**src/rtl/le_pkg.sv**
```systemverilog
package le_pkg;

    localparam int LVL_W = 2;
    localparam int SCH_W = 3;

    typedef enum logic [LVL_W-1:0] {
        LVL_ZERO = 2'b00,
        LVL_POS  = 2'b01,
        LVL_NEG  = 2'b11
    } level_e;

    typedef enum logic [SCH_W-1:0] {
        SCH_NRZL   = 3'd0,
        SCH_NRZI   = 3'd1,
        SCH_RZ     = 3'd2,
        SCH_MAN    = 3'd3,
        SCH_DMAN   = 3'd4,
        SCH_AMI    = 3'd5,
        SCH_PSEUDO = 3'd6,
        SCH_OFF    = 3'd7
    } scheme_e;

    typedef enum logic [1:0] {
        PH_IDLE   = 2'd0,
        PH_FIRST  = 2'd1,
        PH_SECOND = 2'd2
    } phase_e;

    typedef struct packed {
        logic line_pos;   // last polarity / half-level was positive
        logic mark_pos;   // next mark pulse is positive
    } mem_t;

    localparam mem_t MEM_INIT = '{line_pos: 1'b0, mark_pos: 1'b1};

    function automatic level_e pol_level(input logic pos);
        return pos ? LVL_POS : LVL_NEG;
    endfunction

endpackage

```
**src/rtl/le_half_timer.sv**
```systemverilog
module le_half_timer
    import le_pkg::*;
(
    input  logic   clk,
    input  logic   rst_n,
    input  logic   tick,
    input  logic   bit_valid,
    output phase_e phase,
    output logic   load,
    output logic   mid,
    output logic   rest
);

    phase_e phase_q, phase_d;
    logic   boundary;

    always_ff @(posedge clk or negedge rst_n) begin
        if (!rst_n) phase_q <= PH_IDLE;
        else        phase_q <= phase_d;
    end

    always_comb begin
        phase_d = phase_q;
        unique case (phase_q)
            PH_IDLE, PH_SECOND: begin
                if (tick) phase_d = bit_valid ? PH_FIRST : PH_IDLE;
            end
            PH_FIRST: begin
                if (tick) phase_d = PH_SECOND;
            end
            default: phase_d = PH_IDLE;
        endcase
    end

    always_comb begin
        boundary = (phase_q != PH_FIRST);
        load     = tick &  bit_valid & boundary;
        rest     = tick & ~bit_valid & boundary;
        mid      = tick & ~boundary;
        phase    = phase_q;
    end

endmodule

```
**src/rtl/le_symbol_map.sv**
```systemverilog
module le_symbol_map
    import le_pkg::*;
(
    input  scheme_e scheme,
    input  logic    data,
    input  mem_t    mem,
    output level_e  first_lvl,
    output level_e  second_lvl,
    output mem_t    mem_next
);

    logic start_pos;

    always_comb begin
        mem_next   = mem;
        first_lvl  = LVL_ZERO;
        second_lvl = LVL_ZERO;
        start_pos  = 1'b0;
        unique case (scheme)
            SCH_NRZL: begin
                first_lvl  = data ? LVL_NEG : LVL_POS;
                second_lvl = first_lvl;
            end
            SCH_NRZI: begin
                start_pos         = mem.line_pos ^ data;
                first_lvl         = pol_level(start_pos);
                second_lvl        = first_lvl;
                mem_next.line_pos = start_pos;
            end
            SCH_RZ: begin
                first_lvl  = data ? LVL_POS : LVL_NEG;
                second_lvl = LVL_ZERO;
            end
            SCH_MAN: begin
                first_lvl  = data ? LVL_NEG : LVL_POS;
                second_lvl = data ? LVL_POS : LVL_NEG;
            end
            SCH_DMAN: begin
                start_pos         = data ? mem.line_pos : ~mem.line_pos;
                first_lvl         = pol_level(start_pos);
                second_lvl        = pol_level(~start_pos);
                mem_next.line_pos = ~start_pos;
            end
            SCH_AMI, SCH_PSEUDO: begin
                if (data == (scheme == SCH_AMI)) begin
                    first_lvl         = pol_level(mem.mark_pos);
                    second_lvl        = first_lvl;
                    mem_next.mark_pos = ~mem.mark_pos;
                end
            end
            SCH_OFF: begin
                first_lvl  = LVL_ZERO;
                second_lvl = LVL_ZERO;
            end
            default: begin
                first_lvl  = LVL_ZERO;
                second_lvl = LVL_ZERO;
            end
        endcase
    end

endmodule

```
**src/rtl/line_encoder.sv**
```systemverilog
module line_encoder
    import le_pkg::*;
(
    input  logic             clk,
    input  logic             rst_n,
    input  logic             tick,
    input  logic             bit_valid,
    input  logic             bit_in,
    input  logic [SCH_W-1:0] scheme_sel,
    output logic             accept,
    output logic [LVL_W-1:0] level
);

    phase_e  phase_q;
    logic    load, mid, rest;
    scheme_e scheme_q;
    mem_t    mem_q, work_mem, mem_next;
    level_e  level_q, second_q, first_lvl, second_lvl;
    logic    holds_on_rest;

    le_half_timer timer_i (
        .clk       (clk),
        .rst_n     (rst_n),
        .tick      (tick),
        .bit_valid (bit_valid),
        .phase     (phase_q),
        .load      (load),
        .mid       (mid),
        .rest      (rest)
    );

    assign work_mem = (scheme_sel != scheme_q) ? MEM_INIT : mem_q;

    le_symbol_map map_i (
        .scheme     (scheme_e'(scheme_sel)),
        .data       (bit_in),
        .mem        (work_mem),
        .first_lvl  (first_lvl),
        .second_lvl (second_lvl),
        .mem_next   (mem_next)
    );

    assign holds_on_rest = (scheme_q == SCH_NRZL) || (scheme_q == SCH_NRZI);

    always_ff @(posedge clk or negedge rst_n) begin
        if (!rst_n) begin
            scheme_q <= SCH_NRZL;
            mem_q    <= MEM_INIT;
            level_q  <= LVL_NEG;
            second_q <= LVL_NEG;
        end else if (load) begin
            scheme_q <= scheme_e'(scheme_sel);
            mem_q    <= mem_next;
            level_q  <= first_lvl;
            second_q <= second_lvl;
        end else if (mid) begin
            level_q  <= second_q;
        end else if (rest && !holds_on_rest) begin
            level_q  <= LVL_ZERO;
        end
    end

    assign accept = load;
    assign level  = level_q;

endmodule

```
**config.mk**
```make
export PLATFORM = sky130hd
export DESIGN_NAME = line_encoder
export DESIGN_NICKNAME = d
export VERILOG_FILES = /design/src/rtl/le_pkg.sv /design/src/rtl/le_half_timer.sv /design/src/rtl/le_symbol_map.sv /design/src/rtl/line_encoder.sv
export SDC_FILE = /design/constraint.sdc
export NUM_CORES = 1
export LEC_CHECK = 0
export ABC_AREA = 1
export BUFFER_PORTS_ARGS = -buffer_cell sky130_fd_sc_hd__buf_2
export CORE_MARGIN = 2
export CORE_UTILIZATION = 45
export DETAILED_ROUTE_END_ITERATION = 6
export HOLD_SLACK_MARGIN = 0.02
export PLACE_DENSITY = 0.7
export SETUP_SLACK_MARGIN = 0.15
export SYNTH_ARGS = -nofsm -noshare
export SYNTH_HDL_FRONTEND = slang
export SYNTH_SLANG_ARGS = --single-unit
export TNS_END_PERCENT = 10
```
**constraint.sdc**
```tcl
create_clock -name clk -period 1.7 [get_ports clk]
set_input_delay 0.34 -clock clk [delete_from_list [all_inputs] [get_ports clk]]
set_output_delay 0.34 -clock clk [all_outputs]
set_load 0.01 [all_outputs]
```
## Word level (Yosys, flattened, before mapping)

Index checks and enable logic that the tools add are counted.
Widths: inputs -> output; s select.

- Bits of input ports: 8
- Logic and storage cells: 65
- Register bits: 11
- Output and inout port bits: 3

- Muxes and demuxes: 21
- Bitwise logic cells: 11
- Reduce and logical (&&, ||, !) cells: 12
- Eq/ne operators: 15

Operator list:

| kind | number |
|---|---|
| $mux 2 | 13 |
| $pmux 2 s6 | 2 |
| $eq 3x3->1 const B | 4 |
| $reduce_or 2->1 | 4 |
| $eq 3x1->1 const B | 2 |
| $eq 3x2->1 const B | 2 |
| $logic_not 3->1 | 2 |
| $and 1x1->1 | 5 |
| $not 1->1 | 5 |
| $mux 1 | 4 |
| $ne 2x2->1 const B | 2 |
| $pmux 2 s2 | 1 |
| $ne 3x3->1 | 1 |
| $reduce_bool 3->1 | 1 |
| $eq 2x1->1 const B | 1 |
| $eq 2x2->1 const B | 1 |
| $logic_not 2->1 | 1 |
| $ne 2x1->1 const B | 1 |
| $pmux 1 s2 | 1 |
| $reduce_and 2->1 | 1 |
| $eq 1x1->1 | 1 |
| $logic_and 1x1->1 | 1 |
| $logic_not 1->1 | 1 |
| $logic_or 1x1->1 | 1 |
| $xor 1x1->1 | 1 |

## Longest topological paths before layout

Gate-level depths: netlist of the first run.

- Depth in word-level cells: 7
- Gate-level depth with buffers: 15
- Mapped depth without buffers: 14

## Modules after synthesis

Synthesis of the first run repeated with hierarchy kept, for this count alone.

- Cell total of the unflattened synthesis: 126
- Area, all modules: 834.6 um2

Modules (own cells, without submodules):

| module | sequential area each (um2) | cells an instance | area an instance (um2) | instances |
|---|---|---|---|---|
| line_encoder | 231.5 | 59 | 475.5 | 1 |
| le_symbol_map | 0.0 | 48 | 240.2 | 1 |
| le_half_timer | 50.0 | 19 | 118.9 | 1 |

## Worst setup path after synthesis of the first run

OpenSTA, ideal clock, no wires.

- Kind: input-to-reg
- Start: input port scheme_sel[2]
- End: register mem_q[0] (netlist name)
- Data required time: 1,623 ps
- Path buffers: 1
- Library setup time: 77 ps
- Path slack: 23 ps
- Stages: 11
- Arrival: 1,600 ps
- Path through: buf_6 > inv_4 > nand2_1 > nand2_2 > nor2_4 > nand2_1 > or2_1 > inv_1 > ha_1 > or2_0 > a31oi_1

- Word-level cells in the longest chain between the ends: 5
- Elaborated cells between the ends (all ways): 9
- Those cells by class: eq/ne: 4; mux: 3; bitwise: 1; reduce/logical: 1

RTL lines:

| item | RTL line | RTL |
|---|---|---|
| start: declaration | line_encoder.sv:9 | `input logic [SCH_W-1:0] scheme_sel,` |
| $ne 3x3->1 | line_encoder.sv:32 | `assign work_mem = (scheme_sel != scheme_q) ? MEM_INIT : mem_q;` |
| $mux 2 | line_encoder.sv:32 |  |
| $not 1->1 | le_symbol_map.sv:48 | `mem_next.mark_pos = ~mem.mark_pos;` |
| $mux 1 | le_symbol_map.sv:45 | `if (data == (scheme == SCH_AMI)) begin` |
| $mux 1 (*) | le_symbol_map.sv:19 | `unique case (scheme)` |
| end signal: assignment | line_encoder.sv:53 | `mem_q <= mem_next;` |
| end: declaration | line_encoder.sv:17 | `mem_t mem_q, work_mem, mem_next;` |

Mark *: on every way between the ends. The rest lies on a longest branch, timed or not.
A chain may end at the register's enable or synchronous reset.

## Worst setup path after layout of the first run

- Start: register scheme_q[2]
- End: register mem_q[0] (netlist name)

- Word-level cells in the longest chain between the ends: 5

RTL lines:

| item | RTL line | RTL |
|---|---|---|
| start: declaration | line_encoder.sv:16 | `scheme_e scheme_q;` |
| start signal: assignment | line_encoder.sv:52 | `scheme_q <= scheme_e'(scheme_sel);` |
| $ne 3x3->1 (*) | line_encoder.sv:32 |  |
| $mux 2 (*) | line_encoder.sv:32 |  |
| $not 1->1 | le_symbol_map.sv:48 |  |
| $mux 1 | le_symbol_map.sv:45 |  |
| $mux 1 (*) | le_symbol_map.sv:19 |  |

Marked as above.

==> impl_metrics.yaml, run 1 <==
die:
  core_area_um2: 1560
  core.rowCount: 14
  die_w_um: 45.4
  ios: 11
  fp.dieH_um: 45.4
  die_area_um2: 2060
  initial_core_util_pct: 49.4
logic_synthesis:
  synth_warnings: 0
  netlist_area_um2: 769
  syn-num-nets: 109
  synthDistinctLibCells: 33
  syn_area_per_cell_um2: 7.69
  synth_edf_count: 0
  synthFlopType: "dfrtp_1"
  ys_ff_latch: 11
  async_reset_ff_share_pct: 100
  synth_area_leaders: "dfrtp_1 20%, dfstp_2 17%, nand2_1 10%"
  yosysTopAreaCellShare_pct: 19.5
  synth_top_area_cell: "dfrtp_1"
  yosysSeqAreaShare_pct: 36.6
  yosysMostFrequentCell: "nand2_1"
  synthCells: 100
  synth_common_cells: "21 x nand2_1, 10 x nor2_1, 9 x inv_1"
clock_tree:
  htree_levels: 1
  insertion_delay_ns: 0.27
  clockRootBuffer: "clkbuf_4"
  cts_tree: "yes"
  cts.sinks: 11
  cts_buffer_depth: 2
  cts_buffers: 3
  path_clk_slew_ns: 0.08
routing:
  drcViolationCount: 0
  wl_per_cell_um: 11.6
  routed_wl_mm: 1.63
  drt_pre_antenna_iters: 5
  ant_nets: 0
  num_vias: 752
  drt-initial-drc-count: 15
  vias_per_cell: 5.37
timing:
  finalMaxSlewViolations: 0
  period_needed_ns: 1.67
  worstMarginPinSlew_ns: 0.428
  fin_skew_ns: 0.00134
  relSlewSlack_pct: 71.1
  max_freq_mhz: 599
  hold_viol: 0
  finalSetupViolations: 0
  rsz0062_at_grt: "true"
  finalCritPeriodShare_pct: 98.3
setup_path:
  cp.required_ns: 1.90
  arrival_ns: 1.87
  cpPeakStageDelay_ns: 0.44
  path_delay_family: "simple AND/OR/NAND/NOR gates"
  crit_path_frequent_cell: "nand2_2"
  cp-start-kind: "flop"
  crit_path_end_kind: "flop"
  crit_chain: "nand2_2, nand2_2, nor2_4, nand2_1, or2_1, inv_1, ha_1, or2_0, a31oi_1"
  cp_slowest_cell: "dfrtp_2"
  cp_max_fo: 4
  path_buf_inv: 1
  criticalPathCategory: "reg2reg"
place:
  place.gp.congestion: 0.857
  portBuffers: 10
  place_area_um2: 888
  place_inst: 132
  dp_hpwl_mm: 1.24
global_routing:
  grtUsageTotal_pct: 18.9
  grtUsageMet1_pct: 22.5
  grt-ovfl-total: 0
  grtUsageMet3_pct: 4.00
  met2_usage_pct: 31.1
  antenna_found_initial: 0
  grt_max_degree: 12
  grt-busiest-layer: "met2"
  grt_pass1_wl_mm: 2.74
  grt_pass1_vias: 664
finish:
  syn2layout_area_growth_pct: 24.2
  layout.cells.non_filler: 140
  final_cell_area_um2: 956
  layout-drive-gt1-share_pct: 43.5
  layout.nets: 134
  fill_cells: 137
  diodes: 0
power:
  power.share.switching_pct: 37.3
  seqPwrFrac_pct: 41.9
  p_int_uw: 754
  leakage_nw: 0.472
  power_frac_clock_pct: 15.5
  vdd_drop_max_v: 0.000532
  combPwrFrac_pct: 42.6
  p_sw_uw: 449
  power_density_nw_per_um2: 1260
flow_run:
  max-cap-violations: 0
worst_hold_path:
  hp-class: "in2reg"
status:
  status: "finished, final reports clean"
[kinds of logic after synthesis]
kind of cell	count (synthesis)	synth area share (%)
fa+ha+maj	1	1.63
buf+inv	15	8.78
flops	11	36.6
simple gates	55	36.7
xor+xnor	2	2.28
compound gates	16	14.0
[sequential cells by signal, indices dropped and copies added (netlist names)]
register,count
level,2
scheme_q,3
mem_q,2
second_q,2
timer_i.phase,2
[final cells by class]
type | instances | area, um2 | share of cell area (%)
well taps | 16 | 20.0 | 2.09
inverters | 13 | 51.3 | 5.37
flip-flops and latches | 11 | 283 | 29.6
clock buffers | 4 | 26.3 | 2.75
repair buffers | 22 | 143 | 14.9
multi-input cells | 74 | 433 | 45.3
[metal layers]
metal,vias up,routed length [um]
met3,4,69
li1,376,-
met1,348,758
met2,24,769
met5,-,0
met4,0,29
[what timing repair did]
action | 4_1_cts | 5_1_grt
hold endpoints to repair | 6 | 0
pin swaps | 0 | 9
resized for setup | 1 | 4
setup buffers | 1 | 2
endpoints found under the setup margin | 3 | 4
hold buffers | 1 | 0
[path summary, 6_finish.rpt]
path | startpoint | end | slack, ns | cells after the start
max | scheme_q[2] | mem_q[0] | 0.03 | 9
min reg2reg | timer_i.phase[0] | timer_i.phase[0] | 0.47 | 1
min | tick | timer_i.phase[0] | 0.31 | 2
max reg2reg | scheme_q[2] | mem_q[0] | 0.03 | 9
min in group asynchronous | rst_n | timer_i.phase[0] | 0.47 | 2
max in group asynchronous | rst_n | second_q[1] | 0.97 | 2
[cell usage in the layout (no fill, tap or decap)]
master	n
xor2_1	1
dfstp_2	5
nand2_1	18
xnor2_1	1
a21oi_1	2
nor2_1	8
nor2_2	2
o41ai_1	1
buf_2	10
nand3_1	7
nor3_2	1
dfrtp_1	5
a22oi_1	1
a21oi_2	1
inv_2	4
o21ai_0	4
o21bai_1	1
nand4_1	2
ha_1	1
a211oi_1	1
or2_1	1
a31oi_1	2
inv_4	1
buf_4	11
nor2_4	2
or2_0	1
nor3_1	1
nand2_2	9
clkbuf_1	1
dlygate4sd3_1	1
o21ai_2	1
nand3_2	2
nand2_4	1
inv_1	8
dfrtp_2	1
clkbuf_4	3
o32ai_1	1
o21a_1	1
[power by group through the flow]
stage	registers [mW]	logic (mW)	clock network (mW)
floorplan	0.499	0.314	0
global placement	0.500	0.447	0
detailed placement	0.507	0.457	0
CTS	0.501	0.477	0.184
global route	0.515	0.582	0.195
finish	0.504	0.512	0.186
[metrics by stage]
stage | hold WS (ns) | TNS, ns | worst slack (ns) | power (mW) | util, %
6_report | 0.309 | 0 | 0.0296 | 1.20 | 61.3
5_1_grt | 0.318 | -0.171 | -0.124 | 1.29 | 61.3
4_1_cts | 0.307 | 0 | 0.0214 | 1.16 | 60.0
3_5_place_dp | 0.227 | -0.00622 | -0.00622 | 0.963 | 57.0
3_3_place_gp | 0.223 | 0 | 0.0113 | 0.947 | 57.0
2_1_floorplan | 0.0444 | 0 | 0.114 | 0.813 | -
Power figures use the tool's default switching activity.
==> run 2, diff against run 1 <==
--- a/config.mk
+++ b/config.mk
@@ -7,11 +7,12 @@
 export LEC_CHECK = 0
 export ABC_AREA = 1
 export BUFFER_PORTS_ARGS = -buffer_cell sky130_fd_sc_hd__buf_2
+export CAP_MARGIN = 25
 export CORE_MARGIN = 2
 export CORE_UTILIZATION = 45
 export DETAILED_ROUTE_END_ITERATION = 6
 export HOLD_SLACK_MARGIN = 0.02
-export PLACE_DENSITY = 0.7
+export PLACE_DENSITY = 0.73
 export SETUP_SLACK_MARGIN = 0.15
 export SYNTH_ARGS = -nofsm -noshare
 export SYNTH_HDL_FRONTEND = slang
==> constraint.sdc (replaced) <==
create_clock -name clk -period 1.5 [get_ports clk]
set_input_delay 0.3 -clock clk [delete_from_list [all_inputs] [get_ports clk]]
set_output_delay 0.3 -clock clk [all_outputs]
set_load 0.01 [all_outputs]
==> impl_metrics.yaml, run 2 (synthesis gave the netlist of run 1 again) <==
status:
  violations: "setup timing"
  status: "complete, but fails checks"
finish:
  layout-drive-gt1-share_pct: 43.3
  final_cell_mix: "20 x nand2_1, 14 x buf_4, 10 x buf_2, 8 x inv_1, 8 x nor2_1"
  syn2layout_area_growth_pct: 27.3
  layout.cells.non_filler: 143
  fin_util_pct: 62.8
  diodes: 0
  final_cell_area_um2: 980
  layout.nets: 137
  final_common_cell: "nand2_1"
  regMostFlops: "scheme_q"
  largest_reg_flops: 3
place:
  dp_hpwl_mm: 1.28
  place_area_um2: 906
  place_inst: 135
  portBuffers: 10
  place.gp.congestion: 0.820
routing:
  ant_nets: 0
  drt_pre_antenna_iters: 4
  vias_per_cell: 5.11
  drt-initial-drc-count: 16
  wl_per_cell_um: 11.7
  routed_wl_mm: 1.67
  num_vias: 731
  drcViolationCount: 0
clock_tree:
  cts_buffer_depth: 2
  cts_tree: "yes"
  insertion_delay_ns: 0.27
  path_clk_slew_ns: 0.07
  cts_buffers: 3
  clockRootBuffer: "clkbuf_4"
  htree_levels: 1
  cts.sinks: 11
power:
  power_density_nw_per_um2: 1420
  leakage_nw: 0.489
  vdd_drop_max_v: 0.000744
die:
  core_area_um2: 1560
  core.rowCount: 14
  ios: 11
  die_w_um: 45.4
  initial_core_util_pct: 49.4
  fp.dieH_um: 45.4
  die_area_um2: 2060
setup_path:
  cp_max_fo: 3
  arrival_ns: 1.79
  cp-start-kind: "flop"
  cp.required_ns: 1.70
  crit_path_end_kind: "flop"
  regToRegSetupSlack_ns: -0.09
  criticalPathCategory: "reg2reg"
global_routing:
  grtUsageTotal_pct: 20.6
  antenna_found_initial: 0
  grt_pass1_wl_mm: 3.02
  grt-ovfl-total: 0
  grt_max_degree: 12
  grt_pass1_vias: 714
timing:
  rsz0062_at_grt: "true"
  finalCritPeriodShare_pct: 106
  max_freq_mhz: 629
  worstMarginPinSlew_ns: 0.331
  finalSetupViolations: 3
  fin_skew_ns: 0.00494
  tns_ns: -0.163
  period_needed_ns: 1.59
  hold_slack_ns: 0.281
  worst_slack_ns: -0.0905
  relSlewSlack_pct: 77.8
  hold_viol: 0
  finalMaxSlewViolations: 0
worst_hold_path:
  hp-class: "in2reg"
flow_run:
  max-cap-violations: 0
-- run 2: cell count changes in the layout (fill, tap and decap cells not counted), sizes merged --
cell,change
buf,+3
-- run 2: path summary, 6_finish.rpt --
check / startpoint / endpoint / cells after the start
worst min-delay path: tick / timer_i.phase[0] / 2
worst max-delay path: scheme_q[2] / mem_q[0] / 9
worst min register to register: timer_i.phase[0] / timer_i.phase[0] / 1
min in group asynchronous: rst_n / scheme_q[2] / 2
worst max register to register: scheme_q[2] / mem_q[0] / 9
max in group asynchronous: rst_n / level[1] / 2
-- run 2: where the power goes --
part | internal, mW | switching (mW)
logic | 0.299 | 0.326
registers | 0.474 | 0.0876
clock network | 0.103 | 0.0987
total | 0.876 | 0.513
-- run 2: layout make-up --
cell class              count  area [um2]
inverters                  13        51.3
well taps                  16        20.0
repair buffers             25         165
multi-input cells          74         435
flip-flops and latches     11         282
clock buffers               4        26.3
fillers                   141         579
-- run 2: worst max-delay path: stages, from the launching register on --
cell	delay, ns
dfrtp_1	0.40
nand2_1	0.08
nand2_2	0.06
nor2_4	0.11
nand2_1	0.05
or2_1	0.22
inv_1	0.06
ha_1	0.21
or2_0	0.20
a31oi_1	0.13
-- run 2: stage by stage --
step / total power, mW / setup WS (ns)
6_report: 1.39 / -0.0905
5_1_grt: 1.52 / -0.219
4_1_cts: 1.39 / -0.151
3_5_place_dp: 1.12 / -0.156
3_3_place_gp: 1.11 / -0.131
2_1_floorplan: 0.914 / -0.0579
-- run 2: routing by layer --
metal / wire length (um) / vias up / global-route usage [%] / share of wire (%)
met3: 77 / 2 / 6.40 / 4.6
met4: 17 / 0 / 7.06 / 1.0
li1: - / 381 / - / -
met5: 0 / - / 0 / 0
met1: 729 / 330 / 24.2 / 44
met2: 846 / 18 / 35.1 / 51
-- run 2: timing repair --
action / CTS / global route
resized for setup: 3 / 2
endpoints found under the hold margin: 6 / 0
hold buffers: 1 / 0
endpoints found under the setup margin: 5 / 6
pin swaps: 8 / 2
setup buffers: 3 / 0
gates cloned: 0 / 0
==> run 3, diff against run 2 <==
--- a/config.mk
+++ b/config.mk
@@ -9,10 +9,10 @@
 export BUFFER_PORTS_ARGS = -buffer_cell sky130_fd_sc_hd__buf_2
 export CAP_MARGIN = 25
 export CORE_MARGIN = 2
-export CORE_UTILIZATION = 45
+export CORE_UTILIZATION = 49
 export DETAILED_ROUTE_END_ITERATION = 6
 export HOLD_SLACK_MARGIN = 0.02
-export PLACE_DENSITY = 0.73
+export PLACE_DENSITY = 0.78
 export SETUP_SLACK_MARGIN = 0.15
 export SYNTH_ARGS = -nofsm -noshare
 export SYNTH_HDL_FRONTEND = slang
==> impl_metrics.yaml, run 3 (synthesis gave the netlist of run 1 again) <==
worst_hold_path:
  min_from: "tick"
  holdPathEnd: "timer_i.phase[0]"
  hp-class: "in2reg"
  hold_depth: 2
routing:
  routed_wl_mm: 1.71
  ant_nets: 0
  wl_per_cell_um: 12.1
  vias_per_cell: 5.27
  drcViolationCount: 0
  num_vias: 743
  drt-initial-drc-count: 14
  drt_pre_antenna_iters: 6
die:
  ios: 11
  fp.dieH_um: 43.6
  core_area_um2: 1490
  initial_core_util_pct: 51.7
  die_area_um2: 1900
  die_w_um: 43.6
  core.rowCount: 14
timing:
  finalCritPeriodShare_pct: 106
  worst_slack_ns: -0.0914
  finalMaxSlewViolations: 0
  worstMarginPinSlew_ns: 0.373
  rsz0062_at_grt: "true"
  hold_viol: 0
  relSlewSlack_pct: 75.1
  finalSetupViolations: 4
  max_freq_mhz: 628
  period_needed_ns: 1.59
  fin_skew_ns: 0.00171
global_routing:
  grtUsageTotal_pct: 21.4
  grt-ovfl-total: 0
  antenna_found_initial: 0
  grt_pass1_vias: 739
  grt_pass1_wl_mm: 2.97
  grt_max_degree: 14
setup_path:
  cp_max_fo: 3
  r2r-start: "scheme_q[2]"
  regToRegSetupSlack_ns: -0.09
  criticalPathCategory: "reg2reg"
  cp-start-kind: "flop"
  worstRegToRegCells: 9
  crit_path_end_kind: "flop"
  arrival_ns: 1.80
  r2r-end: "mem_q[0]"
  cp.required_ns: 1.71
clock_tree:
  cts_buffer_depth: 2
  insertion_delay_ns: 0.28
  cts_tree: "yes"
  path_clk_slew_ns: 0.07
  clockRootBuffer: "clkbuf_4"
  htree_levels: 1
  cts_buffers: 3
  cts.sinks: 11
finish:
  ff_latch_area_um2: 282
  largest_reg_flops: 3
  final_common_cell: "nand2_1"
  regMostFlops: "scheme_q"
  multi_input_area_um2: 438
  layout-drive-gt1-share_pct: 42.4
  syn2layout_area_growth_pct: 25.7
  final_cell_area_um2: 967
  fill_cells: 133
  layout.nets: 135
  diodes: 0
  final_cell_mix: "20 x nand2_1, 12 x buf_4, 10 x buf_2, 9 x nor2_1, 8 x inv_1"
place:
  place.gp.congestion: 0.883
  dp_hpwl_mm: 1.26
  place_area_um2: 898
  portBuffers: 10
flow_run:
  max-cap-violations: 0
power:
  power_density_nw_per_um2: 1430
  leakage_nw: 0.481
  vdd_drop_max_v: 0.000756
  p_total_mw: 1.38
status:
  status: "complete, but fails checks"
  violations: "setup timing"
==> run 3: how the worst max path moves through the flow <==
| stage | depth (start not counted) | to | startpoint | slack [ns] |
|---|---|---|---|---|
| floorplan | 10 | mem_q[0] | scheme_q[1] | -0.06 |
| global placement | 15 | level[1] | scheme_sel[1] | -0.14 |
| detailed placement | 14 | level[1] | scheme_q[1] | -0.18 |
| CTS | 9 | mem_q[0] | scheme_q[2] | -0.15 |
| global route | 10 | mem_q[0] | scheme_q[1] | -0.20 |
| finish | 9 | mem_q[0] | scheme_q[2] | -0.09 |
==> run 3: cell type report <==
type	count	area share, %
clock buffers	4	2.72
inverters	13	5.30
multi-input cells	74	45.3
flip-flops and latches	11	29.1
well taps	16	2.07
repair buffers	23	15.5
==> run 3: what timing repair did <==
action                     CTS  global route
gates cloned                 0             0
gates resized for setup      1             4
hold buffers                 1             0
setup endpoints to repair    5             7
hold endpoints to repair     6             0
setup buffers                2             0
pin swaps                    6             1
==> run 3: per-stage QoR <==
stage | std cells | util, % | hold WS (ns) | TNS, ns | setup WS, ns
final | 141 | 65.0 | 0.267 | -0.324 | -0.0914
after global routing | 141 | 65.0 | 0.282 | -0.757 | -0.200
after CTS | 141 | 63.9 | 0.250 | -0.371 | -0.146
after detailed placement | 134 | 60.3 | 0.184 | -0.459 | -0.180
after global placement | 134 | 60.3 | 0.180 | -0.352 | -0.143
after floorplan | 100 | - | 0.00441 | -0.0998 | -0.0579
==> run 3: where the power goes <==
group | switching [mW] | internal, mW | total, mW
logic | 0.328 | 0.288 | 0.616
clock network | 0.106 | 0.103 | 0.210
registers | 0.0804 | 0.473 | 0.554
==> run 3: layer usage <==
metal  vias to the layer above  GRT usage, %  share of wire (%)
met5                         -             0                  0
met4                         0          6.06               0.82
met3                         4          7.50                5.6
met2                        21          38.5                 54
met1                       338          23.6                 40
li1                        380             -                  -
==> run 3: critical path, stage by stage (launching register included) <==
cell and delay (ns):
dfrtp_1 0.40, nand2_1 0.08, nand2_2 0.07, nor2_4 0.11
nand2_1 0.05, or2_1 0.22, inv_1 0.06, ha_1 0.21
or2_0 0.20, a31oi_1 0.13
